[src/rtl/i2c_stat_pkg.sv]
package i2c_stat_pkg;
  localparam int NFLAG   = 8;
  localparam int FB_TXE  = 7;
  localparam int FB_TXDN = 6;
  localparam int FB_RXF  = 5;
  localparam int FB_NACK = 4;
  localparam int FB_STOP = 3;
  localparam int FB_LOST = 2;
  localparam int FB_ADDR = 1;
  localparam int FB_GCAL = 0;
  typedef logic [NFLAG-1:0] flag_vec_t;
endpackage

[src/rtl/i2c_stat_qual.sv]
module i2c_stat_qual
  import i2c_stat_pkg::*;
(
  input  logic      clk,
  input  logic      rst,
  input  logic      fmt_sync,
  input  logic      is_master,
  input  logic      is_xmit,
  input  logic      ack_chk_en,
  input  logic      sda_hi,
  input  logic      ev_start_det,
  input  logic      ev_stop_det,
  input  logic      ev_addr_match,
  input  logic      ev_gcall,
  input  logic      ev_sda_mismatch,
  input  logic      ev_nack,
  input  logic      ev_tx_load,
  input  logic      ev_trs_set,
  input  logic      ev_start_gen,
  input  logic      ev_slv_to_tx,
  input  logic      ev_ninth_scl,
  input  logic      ev_tx_last,
  input  logic      ev_rx_last,
  input  logic      ev_rx_xfer,
  input  logic      txd_wr,
  input  logic      rxd_rd,
  input  flag_vec_t cur,
  output flag_vec_t set_v,
  output flag_vec_t hclr_v
);
  logic first_frame;
  logic stop_armed;
  logic slv_rx;
  logic i2c_mode;

  assign slv_rx   = !is_master && !is_xmit;
  assign i2c_mode = !fmt_sync;

  always_comb begin
    set_v          = '0;
    set_v[FB_TXE]  = ev_tx_load | ev_trs_set | ev_start_gen | ev_slv_to_tx;
    set_v[FB_TXDN] = fmt_sync ? ev_tx_last : (ev_ninth_scl & cur[FB_TXE]);
    set_v[FB_RXF]  = ev_rx_xfer;
    set_v[FB_NACK] = ev_nack & ack_chk_en;
    set_v[FB_STOP] = i2c_mode & ev_stop_det & stop_armed;
    set_v[FB_LOST] = fmt_sync ? (ev_rx_last & cur[FB_RXF])
                              : (is_master & ((is_xmit & ev_sda_mismatch) |
                                              (ev_start_det & sda_hi)));
    set_v[FB_ADDR] = i2c_mode & slv_rx & first_frame & ev_addr_match;
    set_v[FB_GCAL] = i2c_mode & slv_rx & first_frame & ev_gcall;
  end

  always_comb begin
    hclr_v          = '0;
    hclr_v[FB_TXE]  = txd_wr;
    hclr_v[FB_TXDN] = txd_wr;
    hclr_v[FB_RXF]  = rxd_rd;
  end

  always_ff @(posedge clk) begin
    if (rst) begin
      first_frame <= 1'b0;
      stop_armed  <= 1'b0;
    end else begin
      if (ev_start_det)      first_frame <= 1'b1;
      else if (ev_ninth_scl) first_frame <= 1'b0;
      if (ev_stop_det)
        stop_armed <= 1'b0;
      else if ((is_master & ev_ninth_scl) | set_v[FB_ADDR] | set_v[FB_GCAL])
        stop_armed <= 1'b1;
    end
  end
endmodule

[src/rtl/i2c_stat_cell.sv]
module i2c_stat_cell (
  input  logic clk,
  input  logic rst,
  input  logic hw_set,
  input  logic hw_clr,
  input  logic rd,
  input  logic wr,
  input  logic wbit,
  output logic q
);
  logic armed;

  always_ff @(posedge clk) begin
    if (rst) begin
      q     <= 1'b0;
      armed <= 1'b0;
    end else begin
      if (hw_set)                    q <= 1'b1;
      else if (hw_clr)               q <= 1'b0;
      else if (wr && !wbit && armed) q <= 1'b0;
      if (rd)      armed <= q;
      else if (wr) armed <= 1'b0;
      else         armed <= armed & q;
    end
  end
endmodule

[src/rtl/i2c_stat_flags.sv]
module i2c_stat_flags
  import i2c_stat_pkg::*;
(
  input  logic             clk,
  input  logic             rst,
  input  logic             fmt_sync,
  input  logic             is_master,
  input  logic             is_xmit,
  input  logic             ack_chk_en,
  input  logic             sda_hi,
  input  logic             ev_start_det,
  input  logic             ev_stop_det,
  input  logic             ev_addr_match,
  input  logic             ev_gcall,
  input  logic             ev_sda_mismatch,
  input  logic             ev_nack,
  input  logic             ev_tx_load,
  input  logic             ev_trs_set,
  input  logic             ev_start_gen,
  input  logic             ev_slv_to_tx,
  input  logic             ev_ninth_scl,
  input  logic             ev_tx_last,
  input  logic             ev_rx_last,
  input  logic             ev_rx_xfer,
  input  logic             txd_wr,
  input  logic             rxd_rd,
  input  logic             st_rd,
  input  logic             st_wr,
  input  logic [NFLAG-1:0] st_wdata,
  output logic [NFLAG-1:0] st_rdata,
  output logic [NFLAG-1:0] flags_o
);
  flag_vec_t cur, set_v, hclr_v;

  i2c_stat_qual u_qual (
    .clk(clk), .rst(rst), .fmt_sync(fmt_sync), .is_master(is_master),
    .is_xmit(is_xmit), .ack_chk_en(ack_chk_en), .sda_hi(sda_hi),
    .ev_start_det(ev_start_det), .ev_stop_det(ev_stop_det),
    .ev_addr_match(ev_addr_match), .ev_gcall(ev_gcall),
    .ev_sda_mismatch(ev_sda_mismatch), .ev_nack(ev_nack),
    .ev_tx_load(ev_tx_load), .ev_trs_set(ev_trs_set),
    .ev_start_gen(ev_start_gen), .ev_slv_to_tx(ev_slv_to_tx),
    .ev_ninth_scl(ev_ninth_scl), .ev_tx_last(ev_tx_last),
    .ev_rx_last(ev_rx_last), .ev_rx_xfer(ev_rx_xfer),
    .txd_wr(txd_wr), .rxd_rd(rxd_rd), .cur(cur),
    .set_v(set_v), .hclr_v(hclr_v)
  );

  for (genvar i = 0; i < NFLAG; i++) begin : g_cell
    i2c_stat_cell u_cell (
      .clk(clk), .rst(rst), .hw_set(set_v[i]), .hw_clr(hclr_v[i]),
      .rd(st_rd), .wr(st_wr), .wbit(st_wdata[i]), .q(cur[i])
    );
  end

  always_ff @(posedge clk) begin
    if (rst)        st_rdata <= '0;
    else if (st_rd) st_rdata <= cur;
  end

  assign flags_o = cur;
endmodule

[config.mk]
export PLATFORM = sky130hd
export DESIGN_NAME = i2c_stat_flags
export DESIGN_NICKNAME = d
export VERILOG_FILES = /design/src/rtl/i2c_stat_pkg.sv /design/src/rtl/i2c_stat_qual.sv /design/src/rtl/i2c_stat_cell.sv /design/src/rtl/i2c_stat_flags.sv
export SDC_FILE = /design/constraint.sdc
export NUM_CORES = 1
export LEC_CHECK = 0
export ABC_CLOCK_PERIOD_IN_PS = 1200
export BUFFER_PORTS_ARGS = -buffer_cell sky130_fd_sc_hd__buf_2
export CELL_PAD_IN_SITES_DETAIL_PLACEMENT = 0
export CELL_PAD_IN_SITES_GLOBAL_PLACEMENT = 1
export CORE_MARGIN = 2
export CORE_UTILIZATION = 35
export DETAILED_ROUTE_END_ITERATION = 7
export PLACE_DENSITY = 0.83
export REMOVE_ABC_BUFFERS = 1
export SLEW_MARGIN = 20
export SYNTH_ARGS = -nofsm -noshare
export SYNTH_HDL_FRONTEND = slang
export SYNTH_HIERARCHICAL = 1
export SYNTH_SLANG_ARGS = --single-unit
[constraint.sdc]
create_clock -name clk -period 1.2 [get_ports clk]
set_input_delay 0.24 -clock clk [delete_from_list [all_inputs] [get_ports clk]]
set_output_delay 0.24 -clock clk [all_outputs]
set_load 0.005 [all_outputs]
==> summary.md <==
| Metric | Value |
|---|---|
| DRC Markers | 0 |
| GRT Total Usage | 13.53% |
| Core Util, Final | 45.61% |
| DPL Wire Length | 1924 um |
| Peak fanout along the critical path | 5 |
| Main synth FF type | dfxtp_1 |
| Post-Syn Instances | 121 |
| Final period utilization | 92.97% |
| Placed Instances | 211 |
| CP delay by family, top | flip-flops |
| DR vias/cell | 4.660 |
| Detailed Route WL | 2568 um |
| Slowest stage cell, crit path | dfxtp_1 |
| Worst Path Required | 960 ps |
| HP Class | primary input to register |
| Max frequency | 896.3 MHz |
| Post-Place Worst Slack | 32.82 ps |
| Deepest clock path buffer count | 2 |
| Area delta synth->final | 24.59% |
| Post-layout min period | 1116 ps |
| GRT met2 Usage | 23.54% |
| MaxCap Viol Count | 0 |
| Die Area | 4008 um^2 |
| Cell Area, Synth | 1231 um^2 |
| WL/cell | 11.94 um |
| Unrepaired setup endpoints after global routing | false |
| H-Tree Depth | 1 |
| Area post-placement | 1496 um^2 |
| Layout fillers | 358 |
| CTS buffer count | 3 |
| Initial antenna violation count | 0 |
| YS warnings | 6 |
| Die Y | 63.31 um |
| Fin area | 1534 um^2 |
| Synth top area share | 42.28% |
| CP Data Arrival Time | 880 ps |
| CP cell instances | buf_2 |
| Syn Area/Cell | 10.18 um^2 |
| LEAKAGE | 0.8123 nW |
| Core box area | 3363 um^2 |
| VDD IR max | 0.0005316 V |
| Largest net degree at the start of global routing | 27 |
| Status | complete, no violations |
| Worst skew pair latency | 320 ps |
| Worst setup SP type | register |
| Non-Filler Instances | 215 |
| Synth cell types | 25 |
| Buf/Inv on CP | 1 |
| Busiest grt layer | met2 |
| Diodes inserted | 0 |
| FFs w/ async S/R, synth | 0% |
| Met1 usage | 16.43% |
| Drt pass-1 iters | 4 |
| Vias post-DR | 1002 |
| Ports | 49 |
| Final #Nets | 203 |
| Register area share after synthesis | 42.28% |
| Die W | 63.31 um |
| Setup tns final | 0 ps |
| PortBufs | 48 |
| Hold WS | 65.61 ps |
| Rows | 21 |
| CP Class | register to primary output |
| Detailed router's first-iteration violation count | 19 |
| Clk slew on worst S/H paths | 150 ps |
| Final Max Slew Viols | 0 |
| First-pass GRT wire length | 4271 um |
| Power Density | 1028 nW/um^2 |
| Final setup violation count | 0 |
| RePlAce Congestion | 0.6457 |
| Layout Skew | 6.781 ps |
| Grt total ovfl | 0 |
| Number of synthesized flops with an enable pin | 0 |
| Layout cells sized above 1 | 40.83% |
| Post-CTS Hold Fix Bufs | 0 |
| Synth area leader | dfxtp_1 |
| Root Driver | clkbuf_4 |
| Sink Count | 26 |
| Met3 Track Usage GR | 2.321% |
| Seq cells post-synth | 26 |
| Vias in the first global route | 973 |
| Critical path's largest stage delay | 420 ps |
| CTS tree | done |
| Antenna Nets Post-Route | 0 |
| Setup WS post-layout | 84.36 ps |
| Initial Util | 36.61% |
| Total chip power | 1.578 mW |
| Hold Violations, Final | 0 |
| Crit path capture type | primary output |
| Ranking of synthesized cells by area | dfxtp_1 42%, nor3b_2 8.1%, mux2i_1 6.5% |
==> worst register-to-register path: cells and delay by family (launching register included) <==
family,cells,cell delay [ps]
flip-flops,1,350
AND/OR/NAND/NOR,1,280
AO/OA/AOI/OAI,2,360
==> routing by layer <==
metal | routed length (um) | vias up | part of all wire, %
li1 | - | 505 | -
met1 | 1168 | 459 | 45
met2 | 1207 | 36 | 47
met3 | 173 | 2 | 6.7
met4 | 19 | 0 | 0.74
met5 | 0 | - | 0
==> where the power goes <==
| part | switching (mW) | internal, mW | leakage, nW |
|---|---|---|---|
| Clock | 0.264 | 0.185 | 0.0210 |
| Sequential | 0.0224 | 0.896 | 0.212 |
| Combinational | 0.0963 | 0.114 | 0.579 |
| Total | 0.383 | 1.19 | 0.812 |
==> cells by family (layout without fill, tap and decap cells) <==
group / Yosys count / in the layout / share of synthesized area [%]
simple gates: 43 / 43 / 25.41
flops: 26 / 26 / 42.28
compound gates: 23 / 23 / 16.06
buf+inv: 20 / 64 / 9.450
mux: 8 / 8 / 6.504
other cells: 1 / 5 / 0.3046
==> synthesized netlist by cell type, drive strengths merged (2+ instances only) <==
cell type and instances:
dfxtp 26, buf 11, a22o 9, inv 9, nor2 9, mux2i 8, nand3b 8, nor2b 8
nor3b 8, o211a 8, and2 3, nand2 3, o21ai 3, a21oi 2
==> layout by cell type (no fill, tap or decap), drive strengths merged <==
cell type / netlist / layout
o21ai: 3 / 3
nor3b: 8 / 8
a22o: 9 / 9
buf: 11 / 51
clkbuf: 0 / 4
conb: 1 / 5
and2: 3 / 3
a211oi: 1 / 1
a21oi: 2 / 2
nor2b: 8 / 8
dfxtp: 26 / 26
nand3b: 8 / 8
or4: 1 / 1
nand2: 3 / 3
o211a: 8 / 8
and3b: 1 / 1
inv: 9 / 9
nor4b: 1 / 1
nand3: 1 / 1
nor2: 9 / 9
mux2i: 8 / 8
==> worst paths after layout <==
path | from | end | slack (ps) | cells after the start
setup / recovery | g_cell[5].u_cell/q | flags_o[5] | 80 | 1
hold / removal | ev_stop_det | u_qual/stop_armed | 70 | 2
setup reg to reg | u_qual/first_frame | u_qual/stop_armed | 150 | 3
hold reg to reg | g_cell[1].u_cell/q | g_cell[1].u_cell/armed | 490 | 1
==> area by class of cell <==
type	instances	area (um^2)	area share [%]
Multi-Input combinational cell	79	609.3	39.72
Clock buffer	4	36.28	2.365
Inverter	9	33.78	2.202
Tap cell	46	57.56	3.752
Sequential cell	26	521.8	34.01
Timing Repair Buffer	51	275.3	17.94
==> flip-flops by register name, summed over array words and instances (netlist names) <==
signal,count
u_qual/stop_armed,1
u_qual/first_frame,1
g_cell.u_cell/q,8
g_cell.u_cell/armed,8
st_rdata,8
==> repair_timing <==
action | in CTS | in global routing
setup buffers | 0 | 0
setup endpoints to repair | 0 | 1
resized for setup | 0 | 1
Note: power is estimated with default switching activity, not from simulation.
